`config.mk`:
```
export PLATFORM = sky130hd
export DESIGN_NAME = dac_bus_seq
export DESIGN_NICKNAME = d
export VERILOG_FILES = /design/src/rtl/dac_bus_seq_pkg.sv /design/src/rtl/dac_seq_timer.sv /design/src/rtl/dac_seq_rdcap.sv /design/src/rtl/dac_seq_ctrl.sv /design/src/rtl/dac_bus_seq.sv
export SDC_FILE = /design/constraint.sdc
export NUM_CORES = 1
export LEC_CHECK = 0
export BUFFER_PORTS_ARGS = -buffer_cell sky130_fd_sc_hd__buf_4
export CORE_MARGIN = 2
export CORE_UTILIZATION = 40
export CTS_CLUSTER_SIZE = 8
export DETAILED_ROUTE_END_ITERATION = 10
export SLEW_MARGIN = 20
export SYNTH_ARGS = -nofsm -noshare
export SYNTH_HDL_FRONTEND = slang
export SYNTH_SLANG_ARGS = --single-unit
```
`constraint.sdc`:
```
create_clock -name clk_i -period 4.55 [get_ports clk_i]
set_clock_uncertainty 0.15 [all_clocks]
set_input_delay 0.91 -clock clk_i [delete_from_list [all_inputs] [get_ports clk_i]]
set_output_delay 0.91 -clock clk_i [all_outputs]
set_load 0.1 [all_outputs]
```
`src/rtl/dac_bus_seq_pkg.sv`:
```
`timescale 1ns/1ps
package dac_bus_seq_pkg;

  typedef enum logic [1:0] {
    OP_WRITE  = 2'b00,
    OP_READ   = 2'b01,
    OP_UPDATE = 2'b10,
    OP_BATCH  = 2'b11
  } op_e;

  typedef enum logic [2:0] {
    ST_IDLE,
    ST_SETUP,
    ST_PULSE,
    ST_HOLD,
    ST_LOAD
  } st_e;

  function automatic int ceil_div(input int num, input int den);
    return (num + den - 1) / den;
  endfunction

  function automatic int imax(input int a, input int b);
    return (a > b) ? a : b;
  endfunction

endpackage

```
`src/rtl/dac_seq_timer.sv`:
```
`timescale 1ns/1ps
module dac_seq_timer #(
  parameter int CNT_W = 3
) (
  input  logic             clk_i,
  input  logic             rst_ni,
  input  logic             start_i,
  input  logic [CNT_W-1:0] len_i,
  output logic             last_o
);

  logic [CNT_W-1:0] cnt_q;

  always_ff @(posedge clk_i or negedge rst_ni) begin
    if (!rst_ni)             cnt_q <= '0;
    else if (start_i)        cnt_q <= len_i - 1'b1;
    else if (cnt_q != '0)    cnt_q <= cnt_q - 1'b1;
  end

  assign last_o = (cnt_q == '0);

endmodule

```
`src/rtl/dac_seq_rdcap.sv`:
```
`timescale 1ns/1ps
module dac_seq_rdcap #(
  parameter int DATA_W = 12
) (
  input  logic              clk_i,
  input  logic              rst_ni,
  input  logic              samp_i,
  input  logic [DATA_W-1:0] data_i,
  output logic              rd_valid_o,
  output logic [DATA_W-1:0] rd_data_o
);

  always_ff @(posedge clk_i or negedge rst_ni) begin
    if (!rst_ni) begin
      rd_valid_o <= 1'b0;
      rd_data_o  <= '0;
    end else begin
      rd_valid_o <= samp_i;
      if (samp_i) rd_data_o <= data_i;
    end
  end

endmodule

```
`src/rtl/dac_seq_ctrl.sv`:
```
`timescale 1ns/1ps
module dac_seq_ctrl
  import dac_bus_seq_pkg::*;
#(
  parameter int DATA_W     = 12,
  parameter int NUM_CH     = 4,
  parameter int CNT_W      = 3,
  parameter int SETUP_CYC  = 2,
  parameter int WPULSE_CYC = 1,
  parameter int RPULSE_CYC = 7,
  parameter int WHOLD_CYC  = 1,
  parameter int RHOLD_CYC  = 5,
  parameter int LOAD_CYC   = 2
) (
  input  logic                       clk_i,
  input  logic                       rst_ni,
  input  logic                       req_valid_i,
  input  logic [1:0]                 req_op_i,
  input  logic [$clog2(NUM_CH)-1:0]  req_ch_i,
  input  logic                       req_single_i,
  input  logic [NUM_CH*DATA_W-1:0]   req_data_i,
  input  logic                       last_i,
  output logic                       start_o,
  output logic [CNT_W-1:0]           len_o,
  output logic                       busy_o,
  output logic                       samp_o,
  output logic [$clog2(NUM_CH)-1:0]  dac_addr_o,
  output logic                       dac_rw_o,
  output logic                       dac_cs_no,
  output logic                       dac_ldac_no,
  output logic [DATA_W-1:0]          dac_data_o,
  output logic                       dac_data_oe_o
);

  localparam int CH_W = $clog2(NUM_CH);

  st_e                              state_q, state_d;
  op_e                              op_q, op_d;
  logic [CH_W-1:0]                  ch_q, ch_d;
  logic                             single_q, single_d;
  logic [NUM_CH-1:0][DATA_W-1:0]    data_q, data_d;
  logic                             adv;
  logic                             access_d;
  logic [DATA_W-1:0]                wdata_d;

  logic [CH_W-1:0]   addr_q;
  logic              rw_q, cs_n_q, ldac_n_q, oe_q;
  logic [DATA_W-1:0] dout_q;

  always_comb begin
    state_d  = state_q;
    op_d     = op_q;
    ch_d     = ch_q;
    single_d = single_q;
    data_d   = data_q;
    adv      = 1'b0;
    case (state_q)
      ST_IDLE: begin
        if (req_valid_i) begin
          adv      = 1'b1;
          op_d     = op_e'(req_op_i);
          single_d = req_single_i;
          data_d   = req_data_i;
          ch_d     = (op_d == OP_BATCH) ? '0 : req_ch_i;
          state_d  = (op_d == OP_UPDATE) ? ST_LOAD : ST_SETUP;
        end
      end
      ST_SETUP: if (last_i) begin adv = 1'b1; state_d = ST_PULSE; end
      ST_PULSE: if (last_i) begin adv = 1'b1; state_d = ST_HOLD;  end
      ST_HOLD: begin
        if (last_i) begin
          adv = 1'b1;
          if (op_q == OP_BATCH) begin
            if (ch_q == CH_W'(NUM_CH - 1)) state_d = ST_LOAD;
            else begin
              ch_d    = ch_q + 1'b1;
              state_d = ST_SETUP;
            end
          end else begin
            state_d = ST_IDLE;
          end
        end
      end
      ST_LOAD: if (last_i) begin adv = 1'b1; state_d = ST_IDLE; end
      default: state_d = ST_IDLE;
    endcase
  end

  // phase length for the phase being entered
  always_comb begin
    case (state_d)
      ST_SETUP: len_o = CNT_W'(SETUP_CYC);
      ST_PULSE: len_o = (op_d == OP_READ) ? CNT_W'(RPULSE_CYC) : CNT_W'(WPULSE_CYC);
      ST_HOLD:  len_o = (op_d == OP_READ) ? CNT_W'(RHOLD_CYC)  : CNT_W'(WHOLD_CYC);
      ST_LOAD:  len_o = CNT_W'(LOAD_CYC);
      default:  len_o = CNT_W'(1);
    endcase
  end

  assign start_o  = adv && (state_d != ST_IDLE);
  assign access_d = (state_d == ST_SETUP) || (state_d == ST_PULSE) || (state_d == ST_HOLD);
  assign wdata_d  = (op_d == OP_BATCH) ? data_d[ch_d] : data_d[0];

  always_ff @(posedge clk_i or negedge rst_ni) begin
    if (!rst_ni) begin
      state_q  <= ST_IDLE;
      op_q     <= OP_WRITE;
      ch_q     <= '0;
      single_q <= 1'b0;
      data_q   <= '0;
      addr_q   <= '0;
      rw_q     <= 1'b1;
      cs_n_q   <= 1'b1;
      ldac_n_q <= 1'b1;
      oe_q     <= 1'b0;
      dout_q   <= '0;
    end else begin
      state_q  <= state_d;
      op_q     <= op_d;
      ch_q     <= ch_d;
      single_q <= single_d;
      data_q   <= data_d;
      // bus pins registered from next state: glitch free, aligned with busy
      cs_n_q   <= (state_d != ST_PULSE);
      ldac_n_q <= !((state_d == ST_LOAD) ||
                    ((state_d == ST_PULSE) && (op_d == OP_WRITE) && single_d));
      oe_q     <= access_d && (op_d != OP_READ);
      if (adv && (state_d == ST_SETUP)) begin
        addr_q <= ch_d;
        rw_q   <= (op_d == OP_READ);
        dout_q <= wdata_d;
      end
    end
  end

  // sample in the final low cycle of a read
  assign samp_o        = (state_q == ST_PULSE) && (op_q == OP_READ) && last_i;
  assign busy_o        = (state_q != ST_IDLE);
  assign dac_addr_o    = addr_q;
  assign dac_rw_o      = rw_q;
  assign dac_cs_no     = cs_n_q;
  assign dac_ldac_no   = ldac_n_q;
  assign dac_data_o    = dout_q;
  assign dac_data_oe_o = oe_q;

endmodule

```
`src/rtl/dac_bus_seq.sv`:
```
`timescale 1ns/1ps
module dac_bus_seq
  import dac_bus_seq_pkg::*;
#(
  parameter int DATA_W   = 12,
  parameter int NUM_CH   = 4,
  parameter int CLK_NS   = 20,
  parameter int T_AS_NS  = 35,
  parameter int T_CSP_NS = 35,
  parameter int T_WCS_NS = 20,
  parameter int T_WDS_NS = 35,
  parameter int T_WH_NS  = 0,
  parameter int T_RCS_NS = 130,
  parameter int T_CSD_NS = 100,
  parameter int T_DZ_NS  = 100,
  parameter int T_LD_NS  = 35
) (
  input  logic                       clk_i,
  input  logic                       rst_ni,
  input  logic                       req_valid_i,
  input  logic [1:0]                 req_op_i,
  input  logic [$clog2(NUM_CH)-1:0]  req_ch_i,
  input  logic                       req_single_i,
  input  logic [NUM_CH*DATA_W-1:0]   req_data_i,
  output logic                       busy_o,
  output logic                       rd_valid_o,
  output logic [DATA_W-1:0]          rd_data_o,
  output logic [$clog2(NUM_CH)-1:0]  dac_addr_o,
  output logic                       dac_rw_o,
  output logic                       dac_cs_no,
  output logic                       dac_ldac_no,
  output logic [DATA_W-1:0]          dac_data_o,
  output logic                       dac_data_oe_o,
  input  logic [DATA_W-1:0]          dac_data_i
);

  // cs-high setup also covers the inter-access gap
  localparam int SETUP_CYC  = imax(imax(ceil_div(T_AS_NS, CLK_NS), ceil_div(T_CSP_NS, CLK_NS)), 1);
  // data is driven from setup start, so only the remainder of data setup adds to the pulse
  localparam int WPULSE_CYC = imax(imax(ceil_div(T_WCS_NS, CLK_NS),
                                        ceil_div(T_WDS_NS, CLK_NS) - SETUP_CYC), 1);
  // one spare low cycle after data valid so the last-cycle sample is settled
  localparam int RPULSE_CYC = imax(imax(ceil_div(T_RCS_NS, CLK_NS), ceil_div(T_CSD_NS, CLK_NS) + 1), 1);
  localparam int WHOLD_CYC  = imax(ceil_div(T_WH_NS, CLK_NS), 1);
  localparam int RHOLD_CYC  = imax(ceil_div(T_DZ_NS, CLK_NS), 1);
  localparam int LOAD_CYC   = imax(ceil_div(T_LD_NS, CLK_NS), 1);
  localparam int MAX_CYC    = imax(imax(imax(SETUP_CYC, RPULSE_CYC), imax(WPULSE_CYC, WHOLD_CYC)),
                                   imax(RHOLD_CYC, LOAD_CYC));
  localparam int CNT_W      = $clog2(MAX_CYC + 1);

  logic             tmr_start;
  logic [CNT_W-1:0] tmr_len;
  logic             tmr_last;
  logic             samp;

  dac_seq_ctrl #(
    .DATA_W     (DATA_W),
    .NUM_CH     (NUM_CH),
    .CNT_W      (CNT_W),
    .SETUP_CYC  (SETUP_CYC),
    .WPULSE_CYC (WPULSE_CYC),
    .RPULSE_CYC (RPULSE_CYC),
    .WHOLD_CYC  (WHOLD_CYC),
    .RHOLD_CYC  (RHOLD_CYC),
    .LOAD_CYC   (LOAD_CYC)
  ) u_ctrl (
    .clk_i         (clk_i),
    .rst_ni        (rst_ni),
    .req_valid_i   (req_valid_i),
    .req_op_i      (req_op_i),
    .req_ch_i      (req_ch_i),
    .req_single_i  (req_single_i),
    .req_data_i    (req_data_i),
    .last_i        (tmr_last),
    .start_o       (tmr_start),
    .len_o         (tmr_len),
    .busy_o        (busy_o),
    .samp_o        (samp),
    .dac_addr_o    (dac_addr_o),
    .dac_rw_o      (dac_rw_o),
    .dac_cs_no     (dac_cs_no),
    .dac_ldac_no   (dac_ldac_no),
    .dac_data_o    (dac_data_o),
    .dac_data_oe_o (dac_data_oe_o)
  );

  dac_seq_timer #(.CNT_W(CNT_W)) u_timer (
    .clk_i   (clk_i),
    .rst_ni  (rst_ni),
    .start_i (tmr_start),
    .len_i   (tmr_len),
    .last_o  (tmr_last)
  );

  dac_seq_rdcap #(.DATA_W(DATA_W)) u_rdcap (
    .clk_i      (clk_i),
    .rst_ni     (rst_ni),
    .samp_i     (samp),
    .data_i     (dac_data_i),
    .rd_valid_o (rd_valid_o),
    .rd_data_o  (rd_data_o)
  );

endmodule

```
# ---- Word-level counts from Yosys, hierarchy flattened
# Index checks and enable logic that the tools add are counted.
dict set report word_totals {
  register_bits 90
  output_inout_bits 32
  in_bits 68
}
dict set report op_classes {
  n_mux 32
  add_sub_neg 3
  magnitude_cmp 1
  n_reduce_logical 20
  eq_ne 17
}
# cell count
set op_table {}
lappend op_table {{2-to-1 mux 48 bit} 2}
lappend op_table {{2-to-1 mux 3 bit} 12}
lappend op_table {{binary-select mux 12 bit (select 2 bit)} 1}
lappend op_table {{2-to-1 mux 12 bit} 2}
lappend op_table {{case mux 3 bit (5 select lines)} 1}
lappend op_table {{2-to-1 mux 2 bit} 7}
lappend op_table {{equality test 3 x 2 -> 1 bit, second input constant} 4}
lappend op_table {{equality test 2 bit, second input constant} 5}
lappend op_table {{case mux 3 bit (3 select lines)} 1}
lappend op_table {{nonzero test 3 bit} 3}
lappend op_table {{logical AND 1 bit} 7}
lappend op_table {{equality test 3 x 1 -> 1 bit, second input constant} 2}
lappend op_table {{equality test 3 bit, second input constant} 2}
lappend op_table {{zero test 3 bit} 2}
lappend op_table {{subtractor 3 x 1 -> 3 bit, second input constant} 2}
lappend op_table {{equality test 2 x 1 -> 1 bit, second input constant} 2}
lappend op_table {{2-to-1 mux 1 bit} 4}
lappend op_table {{case mux 2 bit (2 select lines)} 1}
lappend op_table {{OR reduction 4 bit} 1}
lappend op_table {{logical OR 1 bit} 3}
lappend op_table {{less-than comparator 2 x 3 -> 1 bit, second input constant} 1}
lappend op_table {{!= test 3 x 2 -> 1 bit, second input constant} 1}
lappend op_table {{adder 2 x 1 -> 2 bit, second input constant} 1}
lappend op_table {{zero test 2 bit} 1}
lappend op_table {{other kinds (5)} 5}

# ---- Longest topological paths before layout
dict set report logic_depth {
  depth_word 10
  depth_mapped 12
}

# ---- Cells and area by module
# A second synthesis with hierarchy kept.
dict set report hier_totals {
  cells_unflattened 322
  hier_area_um2 4221.5
}
# module cells_per_inst area_each_um2 instances
set modules_own_cells {}
lappend modules_own_cells {dac_seq_ctrl 277 3538.4 1}
lappend modules_own_cells {dac_seq_rdcap 26 509.2 1}
lappend modules_own_cells {dac_seq_timer 19 173.9 1}

# ---- Worst setup path before layout
# OpenSTA, ideal clock, no wires.
dict set report synth_timing {
  path_kind {input to register}
  from {input port req_valid_i}
  to {register u_ctrl.dout_q[10], in the netlist u_ctrl.dac_data_o[10]}
  t_arrival_ns 2.764
  stages 7
  required_ns 4.280
  path_buffers 2
  setup_time_ns 0.120
  setup_slack_ns 1.516
  path_cell_list {nor4b_2 buf_2 nand3_1 o211ai_2 buf_2 mux4_2 a31o_2}
}
dict set report synth_via {
  elab_chain_cells 5
  elab_cells_between_ends 16
  classes_between {2 x eq/ne; 13 x mux; 1 x reduce/logical}
}
# item line
set synth_lines {}
lappend synth_lines {{from (decl)} dac_bus_seq.sv:20} ;# input logic req_valid_i,
lappend synth_lines {{2-to-1 mux 2 bit} dac_seq_ctrl.sv:59} ;# if (req_valid_i) begin
lappend synth_lines {{case mux 2 bit (2 select lines)} dac_seq_ctrl.sv:57} ;# case (state_q)
lappend synth_lines {{net u_ctrl.ch_d[0]} dac_seq_ctrl.sv:39} ;# logic [CH_W-1:0] ch_q, ch_d;
lappend synth_lines {{binary-select mux 12 bit (select 2 bit)} dac_seq_ctrl.sv:102} ;# assign wdata_d = (op_d == OP_BATCH) ? data_d[ch_d] : data_d[0];
lappend synth_lines {{2-to-1 mux 12 bit (not written as such)} dac_seq_ctrl.sv:102}
lappend synth_lines {{2-to-1 mux 12 bit} dac_seq_ctrl.sv:102}
lappend synth_lines {{to (signal assigned)} dac_seq_ctrl.sv:131} ;# dout_q <= wdata_d;
lappend synth_lines {{to (decl)} dac_seq_ctrl.sv:48} ;# logic [DATA_W-1:0] dout_q;
# The timed path passes the listed nets, and every way through them passes these cells. The select of a mux whose other input is x is not followed.
# A chain may end at the register's enable or synchronous reset.

# ---- Worst setup path after layout
dict set report layout_timing {
  from {register u_timer.cnt_q[2]}
  to {register u_timer.cnt_q[2]}
}
dict set report layout_via {
  elab_chain_cells 8
  elab_cells_between_ends 22
  classes_between {2 x add/sub; 4 x eq/ne; 10 x mux; 6 x reduce/logical}
}
# item line
set layout_lines {}
lappend layout_lines {{from (decl)} dac_seq_timer.sv:12} ;# logic [CNT_W-1:0] cnt_q;
lappend layout_lines {{from (signal assigned)} dac_seq_timer.sv:16} ;# else if (start_i) cnt_q <= len_i - 1'b1;
lappend layout_lines {{from (signal assigned)} dac_seq_timer.sv:17} ;# else if (cnt_q != '0) cnt_q <= cnt_q - 1'b1;
lappend layout_lines {{zero test 3 bit} dac_seq_timer.sv:20} ;# assign last_o = (cnt_q == '0);
lappend layout_lines {{2-to-1 mux 3 bit (on tied branches)} --}
lappend layout_lines {{case mux 3 bit (5 select lines)} dac_seq_ctrl.sv:57}
lappend layout_lines {{equality test 3 bit or equality test 3 x 1 -> 1 bit (tied branches)} dac_seq_ctrl.sv:91} ;# case (state_d)
lappend layout_lines {{OR reduction 2 bit (no line)} --}
lappend layout_lines {{case mux 3 bit (3 select lines)} dac_seq_ctrl.sv:91}
lappend layout_lines {{subtractor 3 x 1 -> 3 bit} dac_seq_timer.sv:16}
lappend layout_lines {{2-to-1 mux 3 bit} dac_seq_timer.sv:16}
# Several ways; a longest one is shown, not always the timed one. The select of a mux whose other input is x is not followed.

==> impl_metrics.py <==
metrics = {
    "synthesis": {
        "yosys_register_bits": 90,
        "synth.top_cells.by_area": "sky130_fd_sc_hd__dfrtp_1 (53%), sky130_fd_sc_hd__mux2_2 (13%), sky130_fd_sc_hd__mux4_2 (6.6%)",
        "yosysWarnings": 0,
        "netlist-cell-type-count": 41,
        "syn-cell-area_sq_um": 4120,
        "synth_flop_cell": "sky130_fd_sc_hd__dfrtp_1",
        "postSynth.asyncResetShare": 1.00,
        "synth_enable_flop_cells": 0,
        "synthesis.instances": 326,
        "synthDominantCellAreaShare": 0.528,
        "synth_nets": 395,
        "yosysTopAreaCell": "sky130_fd_sc_hd__dfrtp_1",
        "avgSynthCellArea_sq_um": 12.6,
        "yosysSeqAreaShare": 0.547,
    },
    "clock_tree": {
        "cts-htree-levels": 3,
        "cts_buffers": 9,
        "clk_slew_on_worst_s_h_paths_ns": 0.08,
        "clock_tree.root_cell": "sky130_fd_sc_hd__clkbuf_8",
        "numClockSinks": 90,
        "clkLatencyLatePin_ns": 0.36,
        "cts_setup_buffers": 0,
        "tritoncts": "done",
        "cts-resized-gates": 0,
        "clockBufferDepth": 2,
        "cts_hold_buf": 0,
    },
    "floorplanning": {
        "design.die.area_sq_um": 11100,
        "rows": 37,
        "floorplan.initialDensity": 0.405,
        "die_w_um": 106,
        "die_height_um": 106,
        "core-area_sq_um": 10200,
        "num_io_pins": 100,
    },
    "final_layout": {
        "design.final.nets": 492,
        "layout-area-overhead-vs-synth_pct": 26.8,
        "drive_above_1_share": 0.472,
        "most-common-layout-cells": "sky130_fd_sc_hd__buf_4 (103), sky130_fd_sc_hd__dfrtp_1 (87), sky130_fd_sc_hd__mux2_2 (47)",
        "most_common_cell_after_layout_fill_and_taps_aside": "sky130_fd_sc_hd__buf_4",
        "antenna_cells_inserted": 0,
        "fillCellCount": 930,
    },
    "setup_path": {
        "critPathMostFrequentCell": "sky130_fd_sc_hd__a21oi_1",
        "worst_r2r_path_depth": 8,
        "path_cells": "or3_4, or3_1, a21oi_1, o31ai_1, mux2i_1, ha_1, a21oi_1, a32oi_1",
        "worst_r2r_endpoint": "u_timer.cnt_q[2]",
        "setup.worst_path.start_class": "flip-flop",
        "crit_path_max_incr_delay_ns": 0.68,
        "reg2reg_slack_ns": 1.48,
        "timing.critical_path.buf_inv": 0,
        "critical_path.reg2reg.startpoint": "u_timer.cnt_q[2]",
        "crit_cells": 8,
        "cp_top_family": "compound AO/OA/AOI/OAI gates",
        "critical_path.slowest_cell": "sky130_fd_sc_hd__a21oi_1",
        "worst-path-max-fanout": 11,
        "cp_data_arrival_time_ns": 3.15,
        "critical_path_required_ns": 4.63,
        "setup.worst_path.end_class": "flip-flop",
        "category_of_the_critical_setup_timing_path": "reg -> reg",
    },
    "timing": {
        "maxClockFrequency_mhz": 325,
        "min_period_over_period": 0.675,
        "final.min_clock_period_ns": 3.07,
        "hold_viol_final": 0,
        "tns_ns": 0,
        "rsz0062_at_grt": "false",
        "tightestPinTransition_ns": 0.947,
        "max_slew_margin": 0.368,
        "final_max_slew_viol_count": 0,
        "setup_viol": 0,
    },
    "placed_design": {
        "placement.io_buffers": 99,
        "routability_cong": 0.700,
        "dp_hpwl_mm": 6.04,
    },
    "global_route": {
        "maximum_number_of_pins_on_one_net_before_global_route_repair": 63,
        "grt_antenna_before_repair": 0,
        "grt.total_usage": 0.163,
        "first_pass_grt_wire_length_mm": 14.2,
        "globalRoute.totalOverflow": 0,
        "grt_pass1_vias": 2833,
    },
    "drt": {
        "ant_nets": 0,
        "wl_per_cell_um": 15.4,
        "dr.pass1.iters": 4,
        "via_count": 2778,
        "detail_route.iter0.violations": 92,
        "detail_route.vias_per_cell": 4.93,
        "drt_drc": 0,
        "routed_wl_mm": 8.66,
    },
    "hold_path": {
        "min_delay_worst_endpoint": "u_rdcap.rd_data_o[11]",
        "min-delay-path-class": "reg -> reg",
        "hold_depth": 2,
        "holdCritStartpoint": "u_rdcap.rd_data_o[11]",
    },
    "status": {
        "run_status": "finished, final reports clean",
    },
    "job": {
        "count_of_max_cap_constraint_violations": 0,
    },
}
-- logic make-up after synthesis --
group	synth area share
adders and majority gates	0.00304
muxes	0.249
buffers and inverters	0.0404
DFF	0.547
AOI/OAI and AO/OA	0.0671
and+or+nand+nor	0.0935
-- layout make-up --
type | count | area (sq um) | share of cell area
flip-flops and latches | 90 | 2260 | 0.432
multi-input cells | 198 | 1710 | 0.328
repair buffers | 104 | 793 | 0.152
well taps | 136 | 170 | 0.0326
clock buffers | 10 | 138 | 0.0263
clock inverters | 6 | 80.1 | 0.0153
inverters | 20 | 75.1 | 0.0144
-- layer usage --
| metal | vias up | share of wire | track usage |
|---|---|---|---|
| li1 | 1332 | - | - |
| met1 | 1362 | 0.47 | 0.222 |
| met2 | 73 | 0.46 | 0.254 |
| met3 | 11 | 0.048 | 0.0340 |
| met4 | 0 | 0.015 | 0.0705 |
| met5 | - | 0 | 0 |
-- through the flow --
stage | instance area [sq um] | hold slack, ns | util | setup slack (ns) | std cells
2_1_floorplan | 4120 | 0.311 | - | 1.52 | 326
5_1_grt | 5230 | 0.364 | 0.513 | 1.30 | 564
4_1_cts | 5230 | 0.335 | 0.513 | 1.46 | 564
3_5_place_dp | 5010 | 0.314 | 0.492 | 1.08 | 548
6_report | 5230 | 0.330 | 0.513 | 1.48 | 564
3_3_place_gp | 5010 | 0.308 | 0.492 | 1.16 | 548
-- worst register-to-register path: cells and delay by family, from the launching register on --
family | cells | cell delay (ns)
compound gates | 4 | 1.18
fa+ha+maj | 1 | 0.25
flops | 1 | 0.44
mux | 1 | 0.19
simple gates | 2 | 0.74
-- worst max path at each step --
stage	start	endpoint	slack [ns]
after detailed placement	req_valid_i	u_ctrl.dac_data_o[7]	1.08
after global placement	req_valid_i	u_ctrl.dac_data_o[7]	1.16
after floorplan	req_valid_i	u_ctrl.dac_data_o[10]	1.52
after CTS	u_ctrl.state_q[1]	u_ctrl.dac_data_o[7]	1.46
final	u_timer.cnt_q[2]	u_timer.cnt_q[2]	1.48
after global routing	u_ctrl.state_q[1]	u_ctrl.dac_data_o[4]	1.30
-- synthesized netlist by cell type, types with 3 or more instances --
| cell | n |
|---|---|
| sky130_fd_sc_hd__mux2_1 | 4 |
| sky130_fd_sc_hd__dfstp_2 | 3 |
| sky130_fd_sc_hd__a31o_2 | 12 |
| sky130_fd_sc_hd__nand3_1 | 8 |
| sky130_fd_sc_hd__mux4_2 | 12 |
| sky130_fd_sc_hd__inv_1 | 20 |
| sky130_fd_sc_hd__clkbuf_1 | 6 |
| sky130_fd_sc_hd__or3_1 | 3 |
| sky130_fd_sc_hd__a21oi_1 | 4 |
| sky130_fd_sc_hd__o21ai_0 | 5 |
| sky130_fd_sc_hd__nor2_1 | 17 |
| sky130_fd_sc_hd__mux2_2 | 47 |
| sky130_fd_sc_hd__nand2b_1 | 4 |
| sky130_fd_sc_hd__dfrtp_1 | 87 |
| sky130_fd_sc_hd__mux2i_1 | 18 |
| sky130_fd_sc_hd__buf_2 | 10 |
| sky130_fd_sc_hd__nand2_1 | 39 |
-- flip-flops by register name, indices dropped and copies added (netlist names), 2 cells and up --
name,flops
u_ctrl.state_q,3
u_ctrl.ch_q,2
u_ctrl.op_q,2
u_ctrl.dac_addr_o,2
u_timer.cnt_q,3
u_rdcap.rd_data_o,12
u_ctrl.data_q,48
u_ctrl.dac_data_o,12
Power is not shown: default switching activity piles up to over one toggle a cycle in this logic, so the estimate is an artifact.
